<file path="config.mk">
export PLATFORM = sky130hd
export DESIGN_NAME = sqrt_csel_adder
export DESIGN_NICKNAME = d
export VERILOG_FILES = /design/src/rtl/sqrt_csel_pkg.sv /design/src/rtl/rca_group.sv /design/src/rtl/addone_fzd.sv /design/src/rtl/csel_group.sv /design/src/rtl/sqrt_csel_adder.sv
export SDC_FILE = /design/constraint.sdc
export NUM_CORES = 1
export LEC_CHECK = 0
export BUFFER_PORTS_ARGS = -buffer_cell sky130_fd_sc_hd__buf_2
export CAP_MARGIN = 20
export CORE_ASPECT_RATIO = 1.4
export CORE_MARGIN = 10
export CORE_UTILIZATION = 47
export DETAILED_ROUTE_END_ITERATION = 8
export PLACE_DENSITY = 0.84
export RECOVER_POWER = 50
export SLEW_MARGIN = 25
export SYNTH_ARGS = -nofsm -noshare
export SYNTH_HDL_FRONTEND = slang
export SYNTH_SLANG_ARGS = --single-unit
</file>
<file path="constraint.sdc">
create_clock -name vclk -period 11
set_input_delay 2.2 -clock vclk [all_inputs]
set_output_delay 2.2 -clock vclk [all_outputs]
set_load 0.02 [all_outputs]
</file>
<file path="src/rtl/sqrt_csel_pkg.sv">
package sqrt_csel_pkg;

  localparam int NUM_GRP = 11;

  // group widths from the least significant end
  localparam int GRP_SIZE [NUM_GRP] = '{2, 2, 3, 4, 5, 6, 7, 8, 9, 10, 8};

  // bit offset at which group g begins; g == NUM_GRP gives the total width
  function automatic int grp_lsb(input int g);
    int acc;
    acc = 0;
    for (int i = 0; i < g; i++) acc += GRP_SIZE[i];
    return acc;
  endfunction

  localparam int DATA_W = grp_lsb(NUM_GRP);

endpackage

</file>
<file path="src/rtl/rca_group.sv">
module rca_group #(
  parameter int W = 4
) (
  input  logic [W-1:0] a,
  input  logic [W-1:0] b,
  input  logic         ci,
  output logic [W-1:0] sum,
  output logic         co
);

  logic [W:0] c;

  assign c[0] = ci;

  for (genvar i = 0; i < W; i++) begin : g_bit
    assign sum[i]  = a[i] ^ b[i] ^ c[i];
    assign c[i+1]  = (a[i] & b[i]) | (c[i] & (a[i] ^ b[i]));
  end

  assign co = c[W];

endmodule

</file>
<file path="src/rtl/addone_fzd.sv">
module addone_fzd #(
  parameter int W = 4
) (
  input  logic [W-1:0] s0,
  input  logic         c0,
  output logic [W-1:0] s1,
  output logic         c1
);

  // run[i] is high while every bit below i is one (no zero seen yet)
  logic [W:0] run;

  assign run[0] = 1'b1;

  for (genvar i = 0; i < W; i++) begin : g_bit
    assign s1[i]    = s0[i] ^ run[i];
    assign run[i+1] = run[i] & s0[i];
  end

  assign c1 = c0 | run[W];

endmodule

</file>
<file path="src/rtl/csel_group.sv">
module csel_group #(
  parameter int W = 4
) (
  input  logic [W-1:0] a,
  input  logic [W-1:0] b,
  input  logic         sel_ci,
  output logic [W-1:0] sum,
  output logic         co
);

  logic [W-1:0] sum_z;
  logic [W-1:0] sum_o;
  logic         co_z;
  logic         co_o;

  rca_group #(.W(W)) u_rca (
    .a   (a),
    .b   (b),
    .ci  (1'b0),
    .sum (sum_z),
    .co  (co_z)
  );

  addone_fzd #(.W(W)) u_inc (
    .s0 (sum_z),
    .c0 (co_z),
    .s1 (sum_o),
    .c1 (co_o)
  );

  for (genvar i = 0; i < W; i++) begin : g_mux
    assign sum[i] = sel_ci ? sum_o[i] : sum_z[i];
  end

  assign co = sel_ci ? co_o : co_z;

endmodule

</file>
<file path="src/rtl/sqrt_csel_adder.sv">
module sqrt_csel_adder
  import sqrt_csel_pkg::*;
(
  input  logic [DATA_W-1:0] a,
  input  logic [DATA_W-1:0] b,
  input  logic              cin,
  output logic [DATA_W-1:0] s,
  output logic              cout
);

  // grp_carry[g] is the carry entering group g
  logic [NUM_GRP:0] grp_carry;

  assign grp_carry[0] = cin;

  for (genvar g = 0; g < NUM_GRP; g++) begin : g_grp
    localparam int LSB = grp_lsb(g);
    localparam int W   = GRP_SIZE[g];

    if (g == 0) begin : g_base
      rca_group #(.W(W)) u_rca (
        .a   (a[LSB +: W]),
        .b   (b[LSB +: W]),
        .ci  (grp_carry[g]),
        .sum (s[LSB +: W]),
        .co  (grp_carry[g+1])
      );
    end else begin : g_sel
      csel_group #(.W(W)) u_csel (
        .a      (a[LSB +: W]),
        .b      (b[LSB +: W]),
        .sel_ci (grp_carry[g]),
        .sum    (s[LSB +: W]),
        .co     (grp_carry[g+1])
      );
    end
  end

  assign cout = grp_carry[NUM_GRP];

endmodule

</file>
==> results.md, run 1 <==
* Number of clock buffer instances in the layout at 0
* ANT cells at 0
* Total number of placement rows at 36
* Area share of the largest cell type after synthesis at 31.74%
* Tightest Hold Check Type: in2out
* Total detailed-routing wirelength at between 9 and 10 mm
* Most common cell after layout, fill and taps aside: buf_2
* Number of failing hold endpoints at the final stage at 0
* Maximum Capacitance Violations at 0
* Sequential cell area fraction in the yosys report at 0%
* Pin count of the biggest net entering global routing at 11
* PortBufs at 194
* Placed wire-length estimate at 9.105 mm
* Horiz. Die Dim at 91.95 um
* Crit path capture type: output port
* Capture point of the worst path: s[61]
* Mean area per synthesized cell at 9.106 um^2
* Final weighted congestion in routability-driven placement at 0.8753
* Via count of the first global-routing pass at 3614
* Relative max-transition margin at 45.36%
* Top cell type by total area after synthesis: fa_1
* Power density normalized to cell area at 85.51 nW/um^2
* Starting density of the core at 48.47%
* Grt ovf at 0
* Initial antenna violation count at 0
* Total negative setup slack at 0 ps
* Outcome: completed
* Unrepaired setup endpoints after global routing: no
* Maximum clock frequency at 0.1012 GHz
* Cell Count Post-Placement at 661
* Antenna-violating nets left at 0
* Global routing usage summed across all routing layers at 16.47%
* Overall die area at between 10000 and 15000 um^2
* First-pass GRT wire length at 15.69 mm
* Fin cells at approximately 660
* Average wire per cell in the routed design at around 14 um
* Iteration count of the initial detailed-routing pass at 4
* Transition time at the pin with the least slew margin at just over 800 ps
* Data arrival, critical path at 7680 ps
* Combined area of all synthesized cells at 3406 um^2
* Area of the core at ~7000 um^2
* Area growth from synthesis to final layout at 29.57%
* Highest net fanout along the worst path at 9
* Period utilization at 89.81%
* 1st-iter DRT viols at 66
* Placed standard-cell area at 4477 um^2
* Gate count of the mapped netlist at 374
* Final setup violation count at 0
* Start point of the critical path: a[37]
* Number of sequential cells in the layout at 0
* Final-stage net count at 813
* Standby leakage power at 0.002760 uW
* Final Instance Area at 4413 um^2
* Critical setup path kind: in2out
* Layout cells sized above 1 at 37.63%
* Number of distinct library cells after synthesis at 29
* Number of setup buffers added after CTS at 0
* Count of yosys warnings during synthesis at 0
* Worst Setup Start Kind: input pin
* Post-synth net total at just over 600
* Total Power at about 380 uW
* IO Pins at 194
* Register cell area after layout at 0 um^2
* Worst vdd rail ir drop at 0.04911 mV
* Commonest cells after routing, fill and taps aside: 169 x buf_2, 155 x inv_1, 62 x ha_1, 54 x fa_1, 27 x mux2_2
* Number of max-slew violations in the final report at 0
* Top cells by area, synth: fa_1 32%, ha_1 23%, inv_1 17%
* Required time at the worst-slack endpoint at 8800 ps
* Number of hold-repair buffers added at the cts stage at 0
* Number of fillers in the final layout at 615
* Via count normalized by instance count at 4.673
* Post-route minimum period at about 9900 ps
* Number of vias after detailed routing at 3089
* Overall die height at approximately 120 um
* DRC at 0
* PostCTS Resize Cnt at 0
layout make-up:
| type | instances | area [um^2] | area share [%] |
|---|---|---|---|
| multi-input cells | 217 | 2773 | 62.83 |
| inverters | 155 | 581.8 | 13.18 |
| repair buffers | 194 | 939.7 | 21.29 |
| well taps | 95 | 118.9 | 2.694 |
synth_stat cells, types with 2 or more instances:
master,number
a21o_1,3
mux2_4,14
xor2_1,7
nand3_1,2
fa_1,54
nand2_1,16
xnor2_1,3
ha_1,62
mux2_2,27
inv_1,155
o21ai_0,13
layer usage:
metal	up-vias	share of wire, %	global-route usage (%)
met5	-	0	0
met4	0	2.5	3.772
met3	20	9.2	5.263
met2	134	56	34.34
met1	1429	32	14.39
li1	1506	-	-
critical path, stage by stage:
cell,delay (ps)
buf_2,90
ha_1,140
inv_1,50
fa_1,370
fa_1,400
fa_1,400
fa_1,400
fa_1,410
fa_1,400
fa_1,370
inv_1,80
fa_1,420
ha_1,220
and3_1,220
a221oi_2,380
o221a_1,620
mux2_4,350
buf_2,160
through the flow:
step / util, % / hold WS, ps / setup slack [ps]
floorplan: - / 4656 / 1821
detailed placement: 63.71 / 4817 / 1091
global placement: 63.71 / 4807 / 1225
finish: 62.80 / 4848 / 1121
global route: 62.80 / 4871 / 863.2
CTS: 63.71 / 4818 / 1096
kinds of logic after synthesis:
logic type	Yosys count	synth area share, %
and+or+nand+nor	20	2.462
adders and majority gates	116	54.52
AOI/OAI and AO/OA	30	7.715
xor gates and xnor gates	10	2.572
muxes	41	15.10
buffers and inverters	157	17.63
power by group:
part,total (uW),switching [uW],leakage [uW],internal (uW)
clock network,0,0,0,0
logic,377,222,0.00276,155
registers,0,0,0,0
total,377,222,0.00276,155
worst min path at each step:
stage,start,end,slack (ps),depth (start not counted)
floorplan,b[1],s[1],4660,1
global placement,a[1],s[1],4810,3
detailed placement,b[1],s[1],4820,3
CTS,b[1],s[1],4820,3
finish,b[11],s[11],4850,4
global route,b[4],s[4],4870,4
(Power assumes the default switching activity.)
==> run 2, diff against run 1 <==
- CORE_UTILIZATION: 47 -> 48
- SETUP_SLACK_MARGIN: not set -> 0.05
- SYNTH_HIERARCHICAL: not set -> 1
==> run 2 against run 1 <==
  * Final cell count decreased by 7.0%
  * Fmax decreased by 3.5%
  * Count of clock-buffer cells in the layout unchanged
  * Via count decreased by 8.6%
  * Utilization decreased by 0.81 points
  * Cell area increased by 2.8%
  * Die area increased by 2.3%
  * First-iteration DRC count decreased by 27%
  * Critical path depth unchanged
  * Hold slack improved by 65 ps
  * Global-route usage decreased by 0.82 points
  * Synthesized area increased by 5.1%
  * Critical path type unchanged
  * Largest cell class unchanged
==> results.md, run 2 <==
* Most common cell after layout, fill and taps aside: buf_2
* Area of the core at between 7000 and 8000 um^2
* Cell with the most instances after synthesis: inv_1
* Number of vias after detailed routing at approximately 2800
* ANT cells at 0
* PostCTS Resize Cnt at 0
* Crit path capture type: output port
* Period utilization at 93.08%
* Final Instance Area at 4534 um^2
* Placed wire-length estimate at 8.910 mm
* PortBufs at just under 200
* Family of cells with the greatest summed delay on the critical path: multiplexers
* Cell with the largest stage delay on the worst path: mux2_1
* Register cell area after layout at 0 um^2
* Starting density of the core at 48.92%
* Switching Fraction at about 54%
* Final-stage net count at 765
* First-pass GRT wire length at 15.01 mm
* Area occupied by multi-input gates at 3027 um^2
* Number of sequential cells in the layout at 0
* Layout cells sized above 1 at 45.56%
* Maximum Capacitance Violations at 0
* Combined area of all synthesized cells at 3578 um^2
* Worst path most repeated cell: mux2_4
* Number of clock buffer instances in the layout at 0
* Overall die area at 11360 um^2
* IO Pins at 194
* Slowest stage delay, CP at 500 ps
* Total negative setup slack at 0 ps
* Average wire per cell in the routed design at 14.80 um
* Antenna-violating nets left at 0
* Sequential cell area fraction in the yosys report at 0%
* Outcome: completed
* Combinational share of power at 100.0%
* Part of the total power dissipated in sequential elements at 0%
* Final weighted congestion in routability-driven placement at 0.8577
* Area growth from synthesis to final layout at 26.71%
* Maximum clock frequency at 0.09767 GHz
* Iteration count of the initial detailed-routing pass at 4
* Required time at the worst-slack endpoint at 8800 ps
* Post-route minimum period at about 10000 ps
* Standby leakage power at 0.002799 uW
* Number of setup buffers added after CTS at 0
* Final setup violation count at 0
* Power density normalized to cell area at 111.8 nW/um^2
* Unrepaired setup endpoints after global routing: no
* Area share of the largest cell type after synthesis at 35.80%
* Number of max-slew violations in the final report at 0
* Most frequent cells after synthesis: 116 x inv_1, 64 x fa_1, 59 x mux2_4, 52 x ha_1, 13 x mux2_2
* DRC at 0
* Highest net fanout along the worst path at 11
* Initial antenna violation count at 1
* Relative contribution of the clock network to total power at 0%
* Via count of the first global-routing pass at 3342
* Overall die height at approximately 120 um
* Number of failing hold endpoints at the final stage at 0
* Worst path bufs/invs at 4
* Placed standard-cell area at between 4000 and 5000 um^2
* Mean area per synthesized cell at 10.81 um^2
* Horiz. Die Dim at 92.97 um
* Post-synth net total at around 580
* Global routing usage summed across all routing layers at 15.64%
* Pin count of the biggest net entering global routing at 12
* Total detailed-routing wirelength at 9.101 mm
* Tightest Hold Check Type: in2out
* Count of yosys warnings during synthesis at 6
* Top cell type by total area after synthesis: fa_1
* Net switching power at 275.2 uW
* Grt ovf at 0
* Gate count of the mapped netlist at roughly 330
* Top cells by area, synth: fa_1 36%, mux2_4 25%, ha_1 18%
* Commonest cells after routing, fill and taps aside: 178 x buf_2, 116 x inv_1, 64 x fa_1, 52 x ha_1, 49 x mux2_4
* 1st-iter DRT viols at 48
* Worst vdd rail ir drop at 0.05703 mV
* Ordered cell list for the critical path: buf_2 > inv_1 > fa_1 > fa_1 > inv_1 > ha_1 > or2_1 > mux2_1 > mux2_1 > mux2_1 > mux2_1 > mux2_4 > mux2_4 > mux2_4 > mux2_4 > mux2_4 > mux2_4 > buf_2
* Via count normalized by instance count at between 4 and 5
* Worst Setup Start Kind: input pin
* Critical setup path kind: in2out
* Number of distinct library cells after synthesis at 8
* Total number of placement rows at 37
* Internal cell power at roughly 230 uW
* Number of fillers in the final layout at 638
* Number of hold-repair buffers added at the cts stage at 0
* Data arrival, critical path at 8040 ps
==> run 2: cell count changes after synthesis, sizes merged, moves of 3 or more <==
cell	before	now
inv	155	116
mux2	41	72
nand2	16	0
o21ai	15	0
conb	0	10
fa	54	64
ha	62	52
or2	0	10
xor2	7	0
buf	2	7
a21o	3	0
xnor2	3	0
==> run 2: cells by family after synthesis <==
kind of cell | after synthesis | synth area share, %
buffers and inverters | 123 | 14.37
adders and majority gates | 116 | 53.99
and+or+nand+nor | 10 | 1.748
other | 10 | 1.049
muxes | 72 | 28.85
==> run 2: path summary, 6_finish.rpt <==
| kind | from | cells after the start | end | slack [ps] |
|---|---|---|---|---|
| worst max-delay path | a[2] | 18 | s[61] | 760 |
| worst min-delay path | b[1] | 5 | s[1] | 4910 |
==> run 2: layout make-up <==
class | count | share of cell area [%]
multi-input combinational | 208 | 66.75
tap | 97 | 2.677
timing repair buffer | 194 | 20.97
inverter | 116 | 9.603
==> run 2: per-stage QoR <==
| step | total power (uW) | setup slack, ps | std cells | hold WS [ps] | utilization [%] |
|---|---|---|---|---|---|
| finish | 507.1 | 761.4 | 615 | 4913 | 61.99 |
| floorplan | 384.1 | 1190 | 331 | 4679 | - |
| detailed placement | 532.8 | 1080 | 615 | 4898 | 62.78 |
| CTS | 534.0 | 1073 | 615 | 4899 | 62.78 |
| global route | 559.4 | 532.6 | 615 | 4935 | 61.99 |
| global placement | 512.1 | 1172 | 615 | 4873 | 62.78 |
==> run 2: layer usage <==
metal / GRT usage [%] / vias to the layer above / share of wire [%]
li1: - / 1350 / -
met2: 32.03 / 107 / 57
met5: 0 / - / 0.14
met4: 1.064 / 2 / 0.76
met3: 5.662 / 8 / 9.6
met1: 14.75 / 1355 / 33
==> run 2: worst min-delay path, cell delays in order <==
cell,delay [ps]
buf_2,100
inv_1,60
fa_1,150
inv_1,40
clkbuf_1,160
==> run 2: power by group through the flow <==
stage / registers [uW] / clock network, uW / logic, uW
detailed placement: 0 / 0 / 533
finish: 0 / 0 / 507
global placement: 0 / 0 / 512
CTS: 0 / 0 / 534
global route: 0 / 0 / 559
floorplan: 0 / 0 / 384
